===== src/rtl/nrp_pkg.sv =====
package nrp_pkg;

  localparam logic [8:0] OFS_CFG1 = 9'h1E0;
  localparam logic [8:0] OFS_CFG2 = 9'h1E4;
  localparam logic [8:0] OFS_CTRL = 9'h1EC;
  localparam logic [8:0] OFS_STAT = 9'h1F0;

  localparam int DIR_BIT = 0;
  localparam int EN_BIT  = 7;
  localparam int THR_LSB = 8;
  localparam int CS_LSB  = 24;

  typedef enum logic [1:0] {
    SQ_IDLE,
    SQ_LOW,
    SQ_HIGH
  } seq_state_e;

  // status layout: fill level in 30:24, remaining count in 13:0
  function automatic logic [31:0] pack_status(input logic [6:0] fill,
                                              input logic [13:0] rem);
    logic [31:0] w;
    w = '0;
    w[30:24] = fill;
    w[13:0]  = rem;
    return w;
  endfunction

  function automatic logic [31:0] pack_cfg1(input logic dir, input logic en,
                                            input logic [6:0] thr,
                                            input logic [2:0] cs);
    logic [31:0] w;
    w = '0;
    w[DIR_BIT]           = dir;
    w[EN_BIT]            = en;
    w[THR_LSB +: 7]      = thr;
    w[CS_LSB +: 3]       = cs;
    return w;
  endfunction

endpackage


===== src/rtl/nrp_regs.sv =====
module nrp_regs
  import nrp_pkg::*;
#(
  parameter int NUM_CS = 8,
  parameter int CNT_W  = 14,
  parameter int FILL_W = 7,
  localparam int CS_W  = $clog2(NUM_CS)
) (
  input  logic              clk,
  input  logic              rst_n,
  input  logic              reg_wr,
  input  logic [8:0]        reg_addr,
  input  logic [31:0]       reg_wdata,
  output logic [31:0]       reg_rdata,
  input  logic              byte_pushed,
  input  logic [FILL_W-1:0] fill,
  output logic              busy,
  output logic [CS_W-1:0]   cs_sel,
  output logic [CNT_W-1:0]  remaining,
  output logic              flush
);

  logic             dir_q, en_q;
  logic [6:0]       thr_q;
  logic [CS_W-1:0]  cs_q;
  logic [CNT_W-1:0] cnt_q, rem_q;
  logic             busy_q;

  logic wr_cfg1, wr_cfg2, start_ev, stop_ev, last_ev;

  assign wr_cfg1  = reg_wr && reg_addr == OFS_CFG1 && !busy_q;
  assign wr_cfg2  = reg_wr && reg_addr == OFS_CFG2 && !busy_q;
  assign start_ev = reg_wr && reg_addr == OFS_CTRL && reg_wdata[0] && !busy_q
                    && en_q && cnt_q != '0;
  assign stop_ev  = reg_wr && reg_addr == OFS_CTRL && !reg_wdata[0] && busy_q;
  assign last_ev  = busy_q && byte_pushed && rem_q == CNT_W'(1);
  assign flush    = start_ev || (wr_cfg1 && !reg_wdata[EN_BIT]);

  always_ff @(posedge clk or negedge rst_n) begin
    if (!rst_n) begin
      dir_q  <= 1'b0;
      en_q   <= 1'b0;
      thr_q  <= '0;
      cs_q   <= '0;
      cnt_q  <= '0;
      rem_q  <= '0;
      busy_q <= 1'b0;
    end else begin
      if (wr_cfg1) begin
        dir_q <= reg_wdata[DIR_BIT];
        en_q  <= reg_wdata[EN_BIT];
        thr_q <= reg_wdata[THR_LSB +: 7];
        cs_q  <= reg_wdata[CS_LSB +: CS_W];
      end
      if (wr_cfg2) cnt_q <= reg_wdata[CNT_W-1:0];
      if (start_ev) begin
        busy_q <= 1'b1;
        rem_q  <= cnt_q;
      end else begin
        if (busy_q && byte_pushed) rem_q <= rem_q - CNT_W'(1);
        if (stop_ev || last_ev) busy_q <= 1'b0;
      end
    end
  end

  always_comb begin
    unique case (reg_addr)
      OFS_CFG1: reg_rdata = pack_cfg1(dir_q, en_q, thr_q, 3'(cs_q));
      OFS_CFG2: reg_rdata = 32'(cnt_q);
      OFS_CTRL: reg_rdata = {31'b0, busy_q};
      OFS_STAT: reg_rdata = pack_status(7'(fill), 14'(rem_q));
      default:  reg_rdata = '0;
    endcase
  end

  assign busy      = busy_q;
  assign cs_sel    = cs_q;
  assign remaining = rem_q;

endmodule


===== src/rtl/nrp_seq.sv =====
module nrp_seq
  import nrp_pkg::*;
#(
  parameter int NUM_CS      = 8,
  parameter int RE_LOW_CYC  = 2,
  parameter int RE_HIGH_CYC = 2,
  localparam int CS_W       = $clog2(NUM_CS),
  localparam int TMR_MAX    = (RE_LOW_CYC > RE_HIGH_CYC) ? RE_LOW_CYC : RE_HIGH_CYC,
  localparam int TMR_W      = $clog2(TMR_MAX + 1)
) (
  input  logic              clk,
  input  logic              rst_n,
  input  logic              run,
  input  logic              rem_nz,
  input  logic              room,
  input  logic [CS_W-1:0]   cs_sel,
  input  logic [7:0]        nand_din,
  output logic [NUM_CS-1:0] nand_ce_n,
  output logic              nand_re_n,
  output logic              push,
  output logic [7:0]        push_byte
);

  seq_state_e       st_q;
  logic [TMR_W-1:0] tmr_q;
  logic             low_done, high_done;

  assign low_done  = tmr_q == TMR_W'(RE_LOW_CYC - 1);
  assign high_done = tmr_q == TMR_W'(RE_HIGH_CYC - 1);

  always_ff @(posedge clk or negedge rst_n) begin
    if (!rst_n) begin
      st_q  <= SQ_IDLE;
      tmr_q <= '0;
    end else begin
      unique case (st_q)
        SQ_IDLE: if (run && rem_nz && room) begin
          st_q  <= SQ_LOW;
          tmr_q <= '0;
        end
        SQ_LOW: begin
          if (!run) begin
            st_q <= SQ_IDLE;
          end else if (low_done) begin
            st_q  <= SQ_HIGH;
            tmr_q <= '0;
          end else begin
            tmr_q <= tmr_q + TMR_W'(1);
          end
        end
        SQ_HIGH: begin
          if (high_done) st_q <= SQ_IDLE;
          else           tmr_q <= tmr_q + TMR_W'(1);
        end
        default: st_q <= SQ_IDLE;
      endcase
    end
  end

  assign nand_re_n = !(st_q == SQ_LOW && run);
  assign push      = st_q == SQ_LOW && run && low_done;
  assign push_byte = nand_din;

  for (genvar g = 0; g < NUM_CS; g++) begin : g_ce
    assign nand_ce_n[g] = !(run && cs_sel == CS_W'(g));
  end

endmodule


===== src/rtl/nrp_fifo.sv =====
module nrp_fifo #(
  parameter int DEPTH   = 64,
  localparam int PTR_W  = $clog2(DEPTH),
  localparam int FILL_W = $clog2(DEPTH + 1)
) (
  input  logic              clk,
  input  logic              rst_n,
  input  logic              flush,
  input  logic              push,
  input  logic [7:0]        push_byte,
  input  logic              pop,
  output logic [FILL_W-1:0] fill,
  output logic [31:0]       head_word,
  output logic              room,
  output logic              word_avail
);

  logic [7:0]        mem [DEPTH];
  logic [PTR_W-1:0]  wr_ptr, rd_ptr;
  logic [FILL_W-1:0] fill_q;

  // one byte in, one four-byte word out per cycle
  function automatic logic [FILL_W-1:0] fill_step(input logic [FILL_W-1:0] f,
                                                  input logic in_b, input logic out_w);
    return f + FILL_W'(in_b) - (out_w ? FILL_W'(4) : FILL_W'(0));
  endfunction

  always_ff @(posedge clk or negedge rst_n) begin
    if (!rst_n) begin
      wr_ptr <= '0;
      rd_ptr <= '0;
      fill_q <= '0;
      for (int i = 0; i < DEPTH; i++) mem[i] <= '0;
    end else if (flush) begin
      wr_ptr <= '0;
      rd_ptr <= '0;
      fill_q <= '0;
    end else begin
      if (push) begin
        mem[wr_ptr] <= push_byte;
        wr_ptr      <= wr_ptr + PTR_W'(1);
      end
      if (pop) rd_ptr <= rd_ptr + PTR_W'(4);
      fill_q <= fill_step(fill_q, push, pop);
    end
  end

  for (genvar g = 0; g < 4; g++) begin : g_lane
    logic [PTR_W-1:0] lane_ptr;
    assign lane_ptr            = rd_ptr + PTR_W'(g);
    assign head_word[8*g +: 8] = mem[lane_ptr];
  end

  assign fill       = fill_q;
  assign room       = fill_q < FILL_W'(DEPTH);
  assign word_avail = fill_q >= FILL_W'(4);

endmodule


===== src/rtl/nrp_prefetch.sv =====
module nrp_prefetch #(
  parameter int NUM_CS      = 8,
  parameter int FIFO_BYTES  = 64,
  parameter int CNT_W       = 14,
  parameter int RE_LOW_CYC  = 2,
  parameter int RE_HIGH_CYC = 2,
  localparam int CS_W       = $clog2(NUM_CS),
  localparam int FILL_W     = $clog2(FIFO_BYTES + 1)
) (
  input  logic              clk,
  input  logic              rst_n,
  input  logic              reg_wr,
  input  logic [8:0]        reg_addr,
  input  logic [31:0]       reg_wdata,
  output logic [31:0]       reg_rdata,
  input  logic              dp_rd,
  output logic              dp_ready,
  output logic [31:0]       dp_data,
  output logic [NUM_CS-1:0] nand_ce_n,
  output logic              nand_re_n,
  input  logic [7:0]        nand_din
);

  // named internal events, also watched by the bound checker
  logic              busy;
  logic              flush;
  logic              byte_push;
  logic [7:0]        byte_val;
  logic              word_pop;
  logic              fifo_room;
  logic [FILL_W-1:0] fifo_fill;
  logic [CS_W-1:0]   cs_sel;
  logic [CNT_W-1:0]  remaining;

  assign word_pop = dp_rd && dp_ready;

  nrp_regs #(.NUM_CS(NUM_CS), .CNT_W(CNT_W), .FILL_W(FILL_W)) u_regs (
    .clk        (clk),
    .rst_n      (rst_n),
    .reg_wr     (reg_wr),
    .reg_addr   (reg_addr),
    .reg_wdata  (reg_wdata),
    .reg_rdata  (reg_rdata),
    .byte_pushed(byte_push),
    .fill       (fifo_fill),
    .busy       (busy),
    .cs_sel     (cs_sel),
    .remaining  (remaining),
    .flush      (flush)
  );

  nrp_seq #(.NUM_CS(NUM_CS), .RE_LOW_CYC(RE_LOW_CYC), .RE_HIGH_CYC(RE_HIGH_CYC)) u_seq (
    .clk      (clk),
    .rst_n    (rst_n),
    .run      (busy),
    .rem_nz   (remaining != '0),
    .room     (fifo_room),
    .cs_sel   (cs_sel),
    .nand_din (nand_din),
    .nand_ce_n(nand_ce_n),
    .nand_re_n(nand_re_n),
    .push     (byte_push),
    .push_byte(byte_val)
  );

  nrp_fifo #(.DEPTH(FIFO_BYTES)) u_fifo (
    .clk       (clk),
    .rst_n     (rst_n),
    .flush     (flush),
    .push      (byte_push),
    .push_byte (byte_val),
    .pop       (word_pop),
    .fill      (fifo_fill),
    .head_word (dp_data),
    .room      (fifo_room),
    .word_avail(dp_ready)
  );

endmodule


===== config.mk =====
export PLATFORM = sky130hd
export DESIGN_NAME = nrp_prefetch
export DESIGN_NICKNAME = d
export VERILOG_FILES = /design/src/rtl/nrp_pkg.sv /design/src/rtl/nrp_regs.sv /design/src/rtl/nrp_seq.sv /design/src/rtl/nrp_fifo.sv /design/src/rtl/nrp_prefetch.sv
export SDC_FILE = /design/constraint.sdc
export NUM_CORES = 1
export LEC_CHECK = 0
export ABC_CLOCK_PERIOD_IN_PS = 3000
export BUFFER_PORTS_ARGS = -buffer_cell sky130_fd_sc_hd__buf_2
export CORE_ASPECT_RATIO = 1.25
export CORE_UTILIZATION = 55
export CTS_CLUSTER_SIZE = 20
export DETAILED_ROUTE_END_ITERATION = 8
export PLACE_DENSITY = 0.76
export SLEW_MARGIN = 20
export SYNTH_ARGS = -nofsm -noshare
export SYNTH_HDL_FRONTEND = slang
export SYNTH_SLANG_ARGS = --single-unit

===== constraint.sdc =====
create_clock -name clk -period 3 [get_ports clk]
set_input_delay 0.6 -clock clk [delete_from_list [all_inputs] [get_ports clk]]
set_output_delay 0.6 -clock clk [all_outputs]
set_load 0.05 [all_outputs]

==> results.txt, run 1 <==
Outcome: finished with violations
Violated checks: negative hold slack, negative setup slack
Max-cap viol count: 0
# nets final: 1,967
1st-pass router iterations: 7
Placed wire-length estimate: 41,000 um
Hold slack: -0.0124 ns
Fillers: 3,456
Root Buffer: clkbuf_16
Tmin final: 3.32 ns
RSZ-0062 raised after global routing: yes
Cell Area, Synth: 27,700 sq um
DR top layer: met4
Critical Path RT: 2.40 ns
Vias per cell: 6.08
Switching power: 6.23 mW
CP startpoint: u_fifo.rd_ptr[2]
WP data arrival: 2.72 ns
Fin cells: 2,590
Slowest-stage cell, CP: mux4_2
Initial antenna violation count: 0
Comb power frac: 0.276
First-pass GRT wire length: 98,800 um
CP max FO: 9
Crit. End Element: output port
Routed WL: 61,800 um
Max Fclk: 301 MHz
Residual DRC: 0
Core area: 49,500 sq um
CP cell instances: buf_4 -> buf_12 -> mux4_2 -> mux4_2 -> buf_6
Dpl cells: 2,465
Sequential power share: 0.384
Tcrit/Tclk final: 1.11
Mapped Avg Cell Area: 15.7 sq um
Slew HR: 0.317
Number of library cell types mapped by synthesis: 74
Ys Warns: 0
Post-Syn Instances: 1,766
Pins Over Slew Limit: 0
Die Wd: 203 um
Sw Ratio: 0.294
Ratio of cells with drive above 1 in the final layout: 0.540
Area delta synth->final: 13.8%
Hold WC Path Type: in2async
Post-CTS Hold Fix Bufs: 0
Final Wtd Congestion: 0.829
Slew @ Worst Pin: 1.02 ns
Largest net degree at the start of global routing: 86
R2R setup slack: 0.27 ns
Util after Layout: 0.636
Ant. Diodes: 0
Final worst slack: -0.319 ns
Part of the power in the clock network: 0.341
Kind of critical path: reg2out
Final global-route overflow total: 0
Num CTS Buffers: 58
RR Startpoint: u_seq.st_q[1]
CP max stage delay: 0.58 ns
Antenna-violating nets left: 0
# rows: 91
Clock Path Buffers: 3
Die H: 253 um
Clock latency on the worst-skew pair: 0.62 ns
Htree depth: 2
Initial Utilization: 0.559
Metal1 wirelength: 25,900 um
Vias in the first global route: 17,056
Clock sink count: 574
Initial DRC Count: 1,027
Overall power: 21.2 mW
Ys async rst share: 1.00
Final setup violation count: 32
Pleak: 15.1 nW
Sequential cell area fraction in the yosys report: 0.519
Drt wl/cell: 23.9 um
CTS tree: built
Ys flop type: dfrtp_1
Post-synth EDFFs: 0
Post-synthesis register bit count: 574
Die area: 51,200 sq um
Hold Fails Final Rpt: 9
Worst VDD drop: 0.000535 V
Clk_skew: 0.0317 ns
Via count: 15,760
Crit path top cell by count: mux4_2
Internal: 14.9 mW
I/O pins: 127
Pwr Density: 672 nW/um^2
Reg clk slew, reported paths: 0.06 ns
CP Launch Type: register
WL met2: 31,600 um
Gr usage total: 0.251
IO buf count: 102
Met3 WL: 2670 um
routing by layer:
layer / track usage / vias to the layer above
met5: 0 / -
met1: 0.332 / 8456
met2: 0.423 / 355
met3: 0.0444 / 109
li1: - / 6840
met4: 0.0791 / 0
area by class of cell:
cell class                 count  area, sq um  share of cell area
clock buffer                  91         1780              0.0564
clock inverter                16          140             0.00445
inverter                      28          105             0.00334
multi-input combinational   1034        12500               0.397
sequential                   574        14400               0.456
tap                          651          815              0.0259
timing repair buffer         196         1770              0.0562
synth_stat cells, types with 9 or more instances:
cell | number | area [sq um]
nor2_4 | 19 | 214
nand2_2 | 10 | 62.6
nor2_8 | 24 | 480
mux2_2 | 515 | 5800
mux2_1 | 23 | 259
and2_1 | 12 | 75.1
nand2_1 | 26 | 97.6
buf_2 | 22 | 110
nand3_1 | 14 | 70.1
nor2_1 | 25 | 93.8
dfrtp_1 | 574 | 14400
buf_4 | 13 | 97.6
inv_1 | 28 | 105
buf_1 | 18 | 67.6
ha_1 | 22 | 275
buf_6 | 14 | 158
mux4_2 | 160 | 3600
a22o_1 | 9 | 78.8
a21oi_1 | 11 | 55.1
xnor2_1 | 9 | 78.8
clkbuf_1 | 71 | 267
final timing paths:
| kind | to | cells after the start |
|---|---|---|
| max | dp_data[10] | 5 |
| max reg2reg | u_fifo.mem[473] | 6 |
| min | u_fifo.mem[116] | 1 |
| min in group clk | u_regs.cnt_q[3] | 2 |
| max in group asynchronous | u_fifo.mem[473] | 3 |
| min reg2reg | u_fifo.mem[356] | 1 |
state kept, by name, indices dropped and copies added, names as in the netlist:
register / count
u_fifo.fill: 7
u_fifo.wr_ptr: 6
u_fifo.mem: 512
u_regs.en_q: 1
u_seq.tmr_q: 2
u_regs.thr_q: 7
u_regs.cnt_q: 14
u_regs.busy: 1
u_seq.st_q: 2
u_regs.cs_sel: 3
u_fifo.rd_ptr: 4
u_regs.remaining: 14
u_regs.dir_q: 1
per-stage QoR:
stage,hold slack [ns],setup WS [ns],TNS (ns),area [sq um]
detailed placement,0.474,0.171,0,29200
finish,-0.0124,-0.319,-8.54,31500
global route,0.0138,-0.374,-10.63,31500
floorplan,0.304,0.260,0,27700
CTS,0.00389,-0.380,-10.36,31400
global placement,0.464,0.179,0,29200
power groups by stage:
stage | Combinational, mW | Sequential [mW] | Clock (mW)
floorplan | 3.85 | 8.12 | 0
global placement | 5.22 | 8.26 | 0
detailed placement | 5.28 | 8.28 | 0
CTS | 5.69 | 8.13 | 7.36
global route | 6.20 | 8.14 | 7.64
finish | 5.84 | 8.13 | 7.21
cell usage in the layout (no fill, tap or decap), types with 6 or more instances in the layout:
cell,instances
o21ai_0,8
nor2_8,24
nor2_1,25
nand3_1,14
clkbuf_8,18
buf_2,68
buf_12,20
clkinv_2,11
mux4_2,160
clkbuf_1,14
inv_1,28
nand2b_1,6
nand4_1,7
and3_1,7
buf_6,32
dfrtp_1,570
conb_1,10
buf_4,70
mux2_4,8
and2_1,12
nor3b_1,7
nor2_4,19
nand2_1,26
a22o_1,9
a222oi_1,7
ha_1,22
a21oi_1,11
xnor2_1,9
mux2_2,515
nand2_2,10
nor2b_1,8
mux2_1,23
clkbuf_16,62
nor4_1,6
cell families (layout without fill, tap and decap cells):
kind of cell / count (synthesis) / after routing / synth area share
AOI/OAI and AO/OA: 64 / 64 / 0.0178
muxes: 708 / 708 / 0.354
DFF: 574 / 574 / 0.519
xor gates and xnor gates: 14 / 14 / 0.00443
adders and majority gates: 22 / 22 / 0.00995
buffers and inverters: 167 / 331 / 0.0298
other: 1 / 10 / 0.000136
and+or+nand+nor: 216 / 216 / 0.0647
what timing repair did:
action,CTS,global route
cloned,0,3
hold endpoints to repair,0,0
setup buffers,10,5
endpoints found under the setup margin,32,32
resized for setup,60,9
worst max-delay path: cells and delay by family (launching register included):
| family | cells | cell delay (ns) |
|---|---|---|
| muxes | 2 | 1.10 |
| buffers and inverters | 3 | 0.53 |
| DFF | 1 | 0.48 |
No activity file was read; power rests on OpenSTA's default activity.
==> inputs of run 2 (changes only) <==
- CELL_PAD_IN_SITES_DETAIL_PLACEMENT: not set -> 0
- CELL_PAD_IN_SITES_GLOBAL_PLACEMENT: not set -> 1
- CORE_ASPECT_RATIO: 1.25 -> not set
- CTS_BUF_LIST: not set -> sky130_fd_sc_hd__clkbuf_4
- PLACE_DENSITY: 0.76 -> 0.86
==> run 2 against run 1 <==
Net effect: the run ends with negative setup slack left; die area about the same; global-route usage up 0.66 points; register-to-register slack better by 0.19 ns; clock skew up 0.0090 ns; critical path depth up 1; setup slack worse by 0.42 ns; largest cell class unchanged; highest routed layer unchanged.
==> results.txt, run 2 (same netlist as run 1, synthesis figures left out) <==
RR Startpoint: u_seq.st_q[1]
Final worst slack: -0.735 ns
Comb power frac: 0.291
Largest net degree at the start of global routing: 96
Clk_skew: 0.0407 ns
Commonest non-fill, non-tap cells in the layout: dfrtp_1, mux2_2, clkbuf_4
R2R setup slack: 0.46 ns
Clock latency on the worst-skew pair: 1.00 ns
Die H: 226 um
Most flop-heavy register: u_fifo.mem
Buf+Inv Stages, Crit Path: 4
Pleak: 15.4 nW
Final instance area: 31,800 sq um
IO buf count: 102
Multi-input gate area: 12,500 sq um
RSZ-0062 raised after global routing: yes
Clock sink count: 574
Fillers: 3,567
Core area: 49,300 sq um
Vias per cell: 5.92
Slowest-stage cell, CP: mux4_2
Util after Layout: 0.646
Antenna-violating nets left: 0
CP max FO: 7
Worst VDD drop: 0.000458 V
Global routing's busiest layer: met2
Most common cell after layout, fill and taps aside: dfrtp_1
Die Wd: 226 um
Residual DRC: 0
Drt wl/cell: 22.6 um
CP Launch Type: register
R2R Path End: u_fifo.mem[243]
Htree depth: 4
Clock Path Buffers: 3
Met3 Use GR: 0.0556
Placed wire-length estimate: 41,000 um
Num CTS Buffers: 149
Final Wtd Congestion: 0.819
Via count: 16,385
Outcome: finished with violations
Hold slack: 0.130 ns
Tmin final: 3.74 ns
Max reg flops: 512
Kind of critical path: reg2out
Grt met2 use: 0.407
Sequential power share: 0.388
Placed cell area: 29,200 sq um
Ratio of cells with drive above 1 in the final layout: 0.563
Crit. End Element: output port
Critical Path RT: 2.40 ns
Sw Ratio: 0.309
Max-cap viol count: 0
CTS tree: built
Max Fclk: 268 MHz
Area delta synth->final: 15.0%
WP data arrival: 3.14 ns
Root Buffer: clkbuf_4
Reg clk slew, reported paths: 0.06 ns
Slew @ Worst Pin: 0.929 ns
Worst Setup EP: dp_data[16]
Tcrit/Tclk final: 1.25
Initial Utilization: 0.562
Internal: 14.6 mW
CP cell instances: buf_12 -> buf_16 -> buf_6 -> mux4_2 -> mux4_2 -> buf_8
Final global-route overflow total: 0
# nets final: 2,074
First-pass GRT wire length: 99,500 um
Hold Fails Final Rpt: 0
I/O pins: 127
Vias in the first global route: 17,774
Overall power: 21.1 mW
Crit path top cell by count: mux4_2
Reg area: 14,400 sq um
Final setup violation count: 32
Initial DRC Count: 985
1st-pass router iterations: 5
Routed WL: 62,600 um
CP max stage delay: 0.56 ns
Part of the power in the clock network: 0.321
Switching power: 6.51 mW
Pwr Density: 662 nW/um^2
Gr usage total: 0.258
Levels on crit path: 6
Slew HR: 0.381
Violated checks: negative setup slack
# rows: 81
Delay-heaviest family, CP: multiplexers
Die area: 51,200 sq um
Met1 Track Usage GR: 0.351
Initial antenna violation count: 1
Worst slack, placed: 0.159 ns
Pins Over Slew Limit: 0
Hold WC Path Type: in2reg
R2R depth: 6
CP startpoint: u_fifo.rd_ptr[2]
## run 2: cell count changes in the layout (fill, tap and decap cells not counted), sizes merged
cell / delta
clkbuf: +125
dlygate4sd3: +20
clkinv: +13
diode: +5
buf: -4
inv: +4
bufinv: +2
## run 2: worst min path at each step
stage | from | to | slack, ns | cells past startpoint
global placement | u_fifo.mem[356] | u_fifo.mem[356] | 0.46 | 1
floorplan | rst_n | u_fifo.fill[0] | 0.30 | 0
detailed placement | u_fifo.mem[352] | u_fifo.mem[352] | 0.47 | 1
CTS | reg_wr | u_regs.busy | 0.05 | 3
global route | reg_wr | u_regs.busy | 0.11 | 3
finish | reg_wr | u_regs.busy | 0.13 | 3
## run 2: power by group through the flow
stage                     sequential, mW  combinational, mW  clock (mW)
final                               8.16               6.13        6.77
after global routing                8.18               6.46        7.35
after CTS                           8.16               6.00        6.95
after detailed placement            8.32               5.25           0
after global placement              8.31               5.20           0
after floorplan                     8.12               3.85           0
## run 2: cell type report
type | instances | share of cell area
sequential | 574 | 0.452
multi-input combinational | 1034 | 0.394
timing repair buffer | 212 | 0.0661
clock buffer | 216 | 0.0510
tap | 664 | 0.0261
clock inverter | 35 | 0.00771
inverter | 28 | 0.00330
antenna | 5 | 0.000393
## run 2: routing by layer
| layer | routed length, um | part of all wire |
|---|---|---|
| met5 | 0 | 0 |
| met1 | 27400 | 0.44 |
| met3 | 3050 | 0.049 |
| met2 | 30500 | 0.49 |
| met4 | 1650 | 0.026 |
## run 2: worst reg2reg max path, delay by kind of cell (launching register included)
kind	cells	cell delay [ns]
muxes	1	0.43
adders and majority gates	1	0.23
buffers and inverters	1	0.15
and+or+nand+nor	3	1.19
DFF	1	0.41
## run 2: timing repair
item / 4_1_cts / 5_1_grt
resized for setup: 82 / 7
endpoints found under the hold margin: 91 / 0
endpoints found under the setup margin: 34 / 33
buffers inserted: 9 / 3
cloned: 4 / 3
hold buffers: 20 / 0
## run 2: metrics by stage
stage,TNS [ns],std cells
final,-21.10,2768
after global routing,-23.03,2764
after CTS,-23.48,2757
after detailed placement,0,2473
after global placement,0,2473
after floorplan,0,1775
==> inputs of run 3 (changes only) <==
- ABC_CLOCK_PERIOD_IN_PS: 3000 -> 4800
- PLACE_DENSITY: 0.86 -> 0.9
- clock period: 3 -> 4.8 ns (I/O delays scaled with it)
==> run 3 against run 2 <==
Net effect: the flow now finishes without violations; largest power group unchanged; critical path type unchanged; register-to-register slack improved by 0.98 ns; first-iteration DRC count increased by 4.8%; clock-buffer cell count increased by 12; design area decreased by 4.0%; combinational power decreased by 53%; cell count decreased by 3.0%; clock skew increased by 0.0023 ns.
==> results.txt, run 3 (same netlist as run 1, synthesis figures left out) <==
Final setup violation count: 0
Gr usage total: 0.252
Clk_skew: 0.0430 ns
Largest net degree at the start of global routing: 134
WP data arrival: 3.55 ns
Pleak: 14.8 nW
Via count: 16,018
Worst VDD drop: 0.000290 V
Slew @ Worst Pin: 1.18 ns
Commonest non-fill, non-tap cells in the layout: dfrtp_1, mux2_2, clkbuf_4
Most common cell after layout, fill and taps aside: dfrtp_1
Vias per cell: 5.97
CP max FO: 30
# rows: 81
Area delta synth->final: 10.4%
Slew HR: 0.212
Antenna-violating nets left: 0
Clock sink count: 574
Max Fclk: 222 MHz
Die H: 226 um
Vias in the first global route: 17,329
Residual DRC: 0
Reg clk slew, reported paths: 0.06 ns
Clock latency on the worst-skew pair: 0.95 ns
1st-pass router iterations: 4
Outcome: finished, final reports clean
Ratio of cells with drive above 1 in the final layout: 0.553
Tmin final: 4.51 ns
Initial Utilization: 0.562
Pins Over Slew Limit: 0
Drt wl/cell: 22.6 um
Clock Path Buffers: 3
Die Wd: 226 um
Overall power: 12.4 mW
RSZ-0062 raised after global routing: no
Initial antenna violation count: 1
Tcrit/Tclk final: 0.939
Critical Path RT: 3.84 ns
Post-CTS sizing: 0
Initial DRC Count: 1,032
Hold Fails Final Rpt: 0
Fillers: 3,670
Core area: 49,300 sq um
Worst slack, placed: 1.08 ns
Setup TNS: 0 ns
Kind of critical path: reg2out
Htree depth: 4
Pwr Density: 406 nW/um^2
Hold WC Path Type: in2reg
Placed wire-length estimate: 37,800 um
CP Launch Type: register
I/O pins: 127
Max reg flops: 512
Root Buffer: clkbuf_4
Max-cap viol count: 0
# nets final: 1,988
Num CTS Buffers: 154
Final worst slack: 0.292 ns
Final global-route overflow total: 0
Multi-input gate area: 12,500 sq um
CTS tree: built
Crit. End Element: output port
IO buf count: 102
Most flop-heavy register: u_fifo.mem
Die area: 51,200 sq um
Routed WL: 60,700 um
First-pass GRT wire length: 97,900 um
Reg area: 14,400 sq um
Final Wtd Congestion: 0.791
==> run 3: changes by cell type in the layout (fill, tap and decap cells not counted), sizes merged <==
cell         delta
bufinv          -1
clkinv          +2
clkbuf          +9
dlygate4sd3    -19
diode           -4
buf            -69
inv             -2
==> run 3: metrics by stage <==
step / hold WS (ns) / instance area [sq um] / instances / utilization
floorplan: 0.453 / 27700 / 1775 / -
global placement: 0.464 / 28600 / 2420 / 0.581
detailed placement: 0.474 / 28600 / 2420 / 0.581
CTS: 0.135 / 30500 / 2683 / 0.620
global route: 0.167 / 30500 / 2684 / 0.620
finish: 0.242 / 30500 / 2684 / 0.620
==> run 3: report_power, final <==
group / switching (mW) / internal (mW)
registers: 0.283 / 4.95
logic: 1.63 / 1.26
clock network: 1.98 / 2.32
==> run 3: worst paths after layout <==
path	slack, ns	end	cells after the start	start
min in group asynchronous	0.59	u_fifo.mem[355]	2	rst_n
min reg2reg	0.49	u_fifo.mem[68]	1	u_fifo.mem[68]
max	0.29	dp_data[9]	4	u_fifo.rd_ptr[2]
max reg2reg	1.44	u_fifo.mem[166]	6	u_seq.st_q[1]
min	0.24	u_regs.cnt_q[6]	2	reg_wdata[6]
max in group asynchronous	3.00	u_fifo.mem[55]	3	rst_n
==> run 3: timing repair <==
action / CTS / global route
buffers inserted: 0 / 0
hold buffers: 1 / 0
hold endpoints to repair: 64 / 0
==> run 3: area by class of cell <==
class                      instances  area share
sequential                       574       0.471
multi-input combinational       1034       0.410
clock buffer                     228      0.0560
tap                              664      0.0272
timing repair buffer             121      0.0259
clock inverter                    34     0.00696
inverter                          28     0.00344
antenna                            1   0.0000819
==> run 3: metal layers <==
| layer | up-vias | share of wire | GRT usage |
|---|---|---|---|
| met5 | - | 0 | 0 |
| met4 | 0 | 0.015 | 0.0745 |
| met3 | 74 | 0.056 | 0.0654 |
| met2 | 412 | 0.49 | 0.395 |
| met1 | 8576 | 0.44 | 0.348 |
| li1 | 6956 | - | - |
==> run 3: critical path, cell delays in order, from the launching register on <==
cell	delay (ns)
dfrtp_4	0.85
buf_12	0.35
mux4_2	0.55
mux4_2	0.59
buf_2	0.26
